**src/rtl/rxsym_pkg.sv**
```systemverilog
// Package: shared constants, code-group classes, decoder states and the
// 4B/5B data encoding used by the receive decoder.
package rxsym_pkg;
    localparam int CG_W  = 5;
    localparam int NIB_W = 4;
    localparam int NUM_DATA = 1 << NIB_W;

    localparam logic [CG_W-1:0]  CG_IDLE = 5'b11111;
    localparam logic [CG_W-1:0]  CG_J    = 5'b11000;
    localparam logic [CG_W-1:0]  CG_K    = 5'b10001;
    localparam logic [CG_W-1:0]  CG_T    = 5'b01101;
    localparam logic [CG_W-1:0]  CG_R    = 5'b00111;
    localparam logic [NIB_W-1:0] PRE_NIB = 4'b0101;

    typedef enum logic [2:0] {
        CK_DATA, CK_IDLE, CK_J, CK_K, CK_T, CK_R, CK_BAD
    } cg_kind_e;

    typedef enum logic [2:0] {
        ST_IDLE, ST_SAW_J, ST_FRAME, ST_SAW_T, ST_FALSE
    } rx_state_e;

    // Data nibble to its 5-bit code group.
    function automatic logic [CG_W-1:0] data_code(input logic [NIB_W-1:0] n);
        case (n)
            4'h0: data_code = 5'b11110;
            4'h1: data_code = 5'b01001;
            4'h2: data_code = 5'b10100;
            4'h3: data_code = 5'b10101;
            4'h4: data_code = 5'b01010;
            4'h5: data_code = 5'b01011;
            4'h6: data_code = 5'b01110;
            4'h7: data_code = 5'b01111;
            4'h8: data_code = 5'b10010;
            4'h9: data_code = 5'b10011;
            4'hA: data_code = 5'b10110;
            4'hB: data_code = 5'b10111;
            4'hC: data_code = 5'b11010;
            4'hD: data_code = 5'b11011;
            4'hE: data_code = 5'b11100;
            default: data_code = 5'b11101;
        endcase
    endfunction
endpackage

```
**src/rtl/rxsym_lookup.sv**
```systemverilog
// Module: rxsym_lookup
// Classifies one code group and recovers its data nibble.
// Assumes the input is already aligned and descrambled. Purely combinational.
module rxsym_lookup
    import rxsym_pkg::*;
(
    input  logic [CG_W-1:0]  code,
    output cg_kind_e         kind,
    output logic [NIB_W-1:0] nib
);
    logic              hit;
    logic [NIB_W-1:0]  hit_nib;

    // Search the data table for a match.
    always_comb begin
        hit     = 1'b0;
        hit_nib = '0;
        for (int i = 0; i < NUM_DATA; i++) begin
            if (data_code(NIB_W'(i)) == code) begin
                hit     = 1'b1;
                hit_nib = NIB_W'(i);
            end
        end
    end

    // Assign a class to the code group.
    always_comb begin
        if (hit)                 kind = CK_DATA;
        else if (code == CG_IDLE) kind = CK_IDLE;
        else if (code == CG_J)    kind = CK_J;
        else if (code == CG_K)    kind = CK_K;
        else if (code == CG_T)    kind = CK_T;
        else if (code == CG_R)    kind = CK_R;
        else                      kind = CK_BAD;
        nib = hit_nib;
    end

    // a recovered nibble must re-encode to the same code group.
    always_comb begin
        if (kind == CK_DATA)
            a_r3_nibble_roundtrip: assert (data_code(nib) == code);
    end
endmodule

```
**src/rtl/rxsym_frame_fsm.sv**
```systemverilog
// Module: rxsym_frame_fsm
// Tracks delimiters and frame state and registers the MII receive outputs.
// Assumes one classified code group per clock. Reset is synchronous and active low.
module rxsym_frame_fsm
    import rxsym_pkg::*;
(
    input  logic             clk,
    input  logic             rst_n,
    input  logic             mode_10m,
    input  cg_kind_e         kind,
    input  logic [NIB_W-1:0] nib,
    output logic [NIB_W-1:0] rxd_q,
    output logic             crs_q,
    output logic             dv_q,
    output logic             er_q
);
    rx_state_e        st, st_n;
    logic             dv_n, er_n;
    logic [NIB_W-1:0] nib_n;

    // Next state and next output values from the state and the code-group class.
    always_comb begin
        st_n  = st;
        dv_n  = 1'b0;
        er_n  = 1'b0;
        nib_n = '0;
        case (st)
            ST_IDLE: begin
                if (kind == CK_J) begin
                    st_n  = ST_SAW_J;
                    nib_n = PRE_NIB;
                end else if (kind != CK_IDLE) begin
                    st_n = ST_FALSE;
                    er_n = 1'b1;
                end
            end
            ST_SAW_J: begin
                if (kind == CK_K) begin
                    st_n  = ST_FRAME;
                    dv_n  = 1'b1;
                    nib_n = PRE_NIB;
                end else begin
                    er_n = 1'b1;
                    st_n = (kind == CK_IDLE) ? ST_IDLE : ST_FALSE;
                end
            end
            ST_FRAME: begin
                case (kind)
                    CK_DATA: begin
                        dv_n  = 1'b1;
                        nib_n = nib;
                    end
                    CK_T:    st_n = ST_SAW_T;
                    CK_IDLE: begin
                        er_n = 1'b1;
                        st_n = ST_IDLE;
                    end
                    default: begin
                        dv_n = 1'b1;
                        er_n = 1'b1;
                    end
                endcase
            end
            ST_SAW_T: begin
                if (kind == CK_R) begin
                    st_n = ST_IDLE;
                end else begin
                    er_n = 1'b1;
                    st_n = (kind == CK_IDLE) ? ST_IDLE : ST_FALSE;
                end
            end
            default: begin
                if (kind == CK_IDLE) st_n = ST_IDLE;
            end
        endcase
        if (mode_10m) dv_n = (kind != CK_IDLE);
    end

    // Register the state and all receive outputs.
    always_ff @(posedge clk) begin
        if (!rst_n) begin
            st    <= ST_IDLE;
            rxd_q <= '0;
            crs_q <= 1'b0;
            dv_q  <= 1'b0;
            er_q  <= 1'b0;
        end else begin
            st    <= st_n;
            rxd_q <= nib_n;
            crs_q <= (kind != CK_IDLE);
            dv_q  <= dv_n;
            er_q  <= er_n;
        end
    end

    // whenever error is reported, the nibble is all zero.
    a_r6_error_zero_nibble: assert property (@(posedge clk) disable iff (!rst_n)
        er_q |-> rxd_q == '0);

    // in 100 Mb/s mode, valid rises only together with the preamble nibble.
    a_r2_dv_rise_preamble: assert property (@(posedge clk) disable iff (!rst_n)
        ($past(rst_n) && !$past(mode_10m) && $rose(dv_q)) |-> rxd_q == PRE_NIB);

    // valid never stands without carrier.
    a_r1_dv_needs_crs: assert property (@(posedge clk) disable iff (!rst_n)
        dv_q |-> crs_q);

    // in 10 Mb/s mode, valid tracks carrier sense.
    a_r10_dv_is_crs: assert property (@(posedge clk) disable iff (!rst_n)
        ($past(rst_n) && $past(mode_10m)) |-> dv_q == crs_q);

    // the false-carrier state holds until idle arrives.
    a_r9_false_holds: assert property (@(posedge clk) disable iff (!rst_n)
        (st == ST_FALSE && kind != CK_IDLE) |=> st == ST_FALSE);
endmodule

```
**src/rtl/rx_symbol_decoder.sv**
```systemverilog
// Module: rx_symbol_decoder (top)
// Turns aligned, descrambled 5-bit code groups into MII receive nibbles and
// carrier sense, data valid and receive error. Output latency is one clock.
module rx_symbol_decoder
    import rxsym_pkg::*;
(
    input  logic             clk,
    input  logic             rst_n,
    input  logic             mode_10m,
    input  logic [CG_W-1:0]  code_i,
    output logic [NIB_W-1:0] rxd_o,
    output logic             crs_o,
    output logic             rxdv_o,
    output logic             rxer_o
);
    cg_kind_e         kind;
    logic [NIB_W-1:0] nib;

    rxsym_lookup u_lookup (
        .code (code_i),
        .kind (kind),
        .nib  (nib)
    );

    rxsym_frame_fsm u_fsm (
        .clk      (clk),
        .rst_n    (rst_n),
        .mode_10m (mode_10m),
        .kind     (kind),
        .nib      (nib),
        .rxd_q    (rxd_o),
        .crs_q    (crs_o),
        .dv_q     (rxdv_o),
        .er_q     (rxer_o)
    );

    // carrier sense reflects whether the previous code group was non-idle.
    a_r1_crs_follows_code: assert property (@(posedge clk) disable iff (!rst_n)
        $past(rst_n) |-> crs_o == ($past(code_i) != CG_IDLE));

    // a clock edge that sees reset leaves every output cleared.
    a_r11_reset_clears: assert property (@(posedge clk)
        $past(rst_n) == 1'b0 && $past(rst_n, 2) == 1'b0 |->
            !crs_o && !rxdv_o && !rxer_o && rxd_o == '0);
endmodule

```
**config.mk**
```make
export PLATFORM = sky130hd
export DESIGN_NAME = rx_symbol_decoder
export DESIGN_NICKNAME = d
export VERILOG_FILES = /design/src/rtl/rxsym_pkg.sv /design/src/rtl/rxsym_lookup.sv /design/src/rtl/rxsym_frame_fsm.sv /design/src/rtl/rx_symbol_decoder.sv
export SDC_FILE = /design/constraint.sdc
export NUM_CORES = 1
export LEC_CHECK = 0
export BUFFER_PORTS_ARGS = -buffer_cell sky130_fd_sc_hd__buf_2
export CORE_MARGIN = 4
export CORE_UTILIZATION = 47
export DETAILED_ROUTE_END_ITERATION = 10
export PLACE_DENSITY = 0.73
export SETUP_SLACK_MARGIN = 0.05
export SYNTH_ARGS = -nofsm -noshare
export SYNTH_HDL_FRONTEND = slang
export SYNTH_SLANG_ARGS = --single-unit
```
**constraint.sdc**
```tcl
create_clock -name clk -period 1.1 [get_ports clk]
set_input_delay 0.11 -clock clk [delete_from_list [all_inputs] [get_ports clk]]
set_output_delay 0.11 -clock clk [all_outputs]
set_load 0.01 [all_outputs]
```
==> metrics.txt <==
post-synthesis sequential area ratio 27.9%; critical path capture point type flop; RR Endpoint u_fsm.er_q; yosys warns 0; cell taking the most area after synthesis dfxtp_1; global routing usage on met1 24.3%; Layout Nets 127; area of the multi-input gates 495 um^2; IO Pins 15; WL per Instance 14.6 um; largest net degree at the start of global routing 8; cells after synthesis 84; endpoints failing hold 0; Netlist cell types 40; DIE WIDTH 47.1 um; Hold Path Class in2reg; Residual DRC 0; Largest stage delay, worst path 370 ps; row count 13; synthesis-to-layout area growth 44.3%; top cell type's share of synthesized area 27.9%; most frequent cells after synthesis dfxtp_1, nand2_1, xnor2_1; most frequent cell after synthesis dfxtp_1; CP Class reg2reg; Inst Count DP 125; RSZ-0062 raised after global routing true; drt initial violations 46; FF-to-FF setup slack -130 ps; CTS tree yes; Reg area 208 um^2; final WL 1930 um; worst ir drop on vdd 0.396 mV; asr flop ratio synth 0%; CTS Buf Count 3; Synth Register Bits 10; Post-synth EDFFs 0; Worst setup SP type flop; worst hold start mode_10m; vias post-DR 783; ranking of synthesized cells by area dfxtp_1, xnor2_1, buf_6; antenna violations before repair 0; vias per cell 5.93; met2 Track Usage GR 31.7%; Final Slew Violations 0; Worst EP arrival 1400 ps; Final min period 1230 ps; Final Power 0.818 mW; Die ar. 0.00222 mm^2; GRT overflow 0; LEAKAGE 0.435 nW; PortBufs 14; CP Data Required Time 1270 ps; clock skew 13.6 ps; R2R depth 4; clk buf depth 2; CTS Sinks 10; RR Startpoint u_fsm.st[1]; Most Crowded Layer GR met2; final cell count without fillers 132; via count of the first global-routing pass 708; Final setup viols 5; Total GRT Usage 20.4%; 1st-pass router iterations 4; post-route ant nets 0; CP max-delay cell dfxtp_4; worst-path cell chain buf_6 > a311oi_4 > a21oi_2 > a311oi_1; failing checks negative setup slack; share of cells above drive strength 1 53.8%; # H-tree levels 1; fill count 106; core outline area 0.00137 mm^2; CP max FO 6; GR Util met3 5.75%; hold endpoint u_fsm.dv_q; Worst-path clk slew 70 ps; relative slew slack 79.2%; Tightest Pin Transition 311 ps; post-detail-place hpwl 1310 um; fin crit share 111%; post-synthesis cell area 718 um^2; final worst slack -126 ps; post-synthesis area per instance 8.55 um^2; Syn Nets 92; Starting Density 52.6%; RePlAce Congestion 0.942; Antenna diodes 0; worst slack, placed -217 ps; Die Span Y 47.1 um; worst hold path depth 2; first-pass GRT wire length 3090 um; cell area power density 790 mW/mm^2; maxcap violations 0; status finished, violations left; fmax 0.815 GHz; Final Core Density 75.8%; post-cts hold buffer count 0; Root Driver clkbuf_4; Total Negative Setup Slacks -337 ps; Primary FF master, synth dfxtp_1; worst skew pair latency 260 ps
[placed cells by master (no fill, tap or decap), types with 2 or more instances in the layout]
cell type / count
a21oi_2: 2
a31oi_1: 2
and3_1: 2
and3_4: 2
buf_2: 14
buf_4: 20
buf_6: 3
clkbuf_4: 3
dfxtp_1: 8
dfxtp_4: 2
inv_2: 2
nand2_1: 7
nand3_1: 3
nand4_1: 4
nor2_1: 2
o211ai_1: 2
o21ai_0: 3
xnor2_1: 5
[critical path, delay by kind of cell (launching register included)]
kind                   cells  cell delay (ps)
buffers and inverters      1              120
AO/OA/AOI/OAI              3              630
flip-flops                 1              370
[cells by family (layout without fill, tap and decap cells)]
family	count (synthesis)	in the layout	share of synthesized area, %
AND/OR/NAND/NOR	31	31	26.5
buffers and inverters	12	45	11.7
XOR/XNOR	6	6	7.32
flip-flops	10	10	27.9
multiplexers	1	1	1.39
AO/OA/AOI/OAI	24	24	25.3
[registers in the layout, summed over array words and instances, names as in the netlist]
name,count
u_fsm.er_q,1
u_fsm.rxd_q,4
u_fsm.crs_q,1
u_fsm.dv_q,1
u_fsm.st,3
[layout make-up]
type | count | share of cell area [%]
inverter | 4 | 1.69
clock buffer | 3 | 2.17
sequential | 10 | 20.0
tap | 15 | 1.81
timing repair buffer | 38 | 26.4
multi-input combinational | 62 | 47.8
[metal layers]
layer / share of wire (%) / wire, um
met1: 43 / 832
met2: 46 / 879
met3: 7.9 / 153
met4: 3.1 / 59
met5: 0 / 0
[power breakdown]
part           internal, mW  leakage [nW]  switching (mW)
sequential            0.368        0.0835         0.00743
clock                 0.126        0.0138           0.116
combinational        0.0980         0.338           0.104
total                 0.591         0.435           0.227
[how the worst max path moves through the flow]
| stage | start | to | slack [ps] | cells past startpoint |
|---|---|---|---|---|
| 2_1_floorplan | u_fsm.st[0] | u_fsm.rxd_q[0] | -2 | 5 |
| 3_3_place_gp | u_fsm.st[1] | u_fsm.er_q | -150 | 4 |
| 3_5_place_dp | u_fsm.st[1] | u_fsm.er_q | -220 | 4 |
| 4_1_cts | u_fsm.st[1] | u_fsm.er_q | -50 | 4 |
| 5_1_grt | u_fsm.st[1] | u_fsm.er_q | -180 | 5 |
| 6_report | u_fsm.st[1] | u_fsm.er_q | -130 | 4 |
[repair_timing]
action	CTS	global route
setup buffers	3	1
endpoints found under the setup margin	9	9
pin swaps	7	1
cloned	0	0
gates resized for setup	18	6
[per-stage QoR]
step / hold slack (ps) / cell area (um^2)
floorplan: 227 / 734
global placement: 373 / 907
detailed placement: 376 / 907
CTS: 102 / 1000
global route: 114 / 1040
finish: 107 / 1040
No activity file was read; power rests on OpenSTA's default activity.
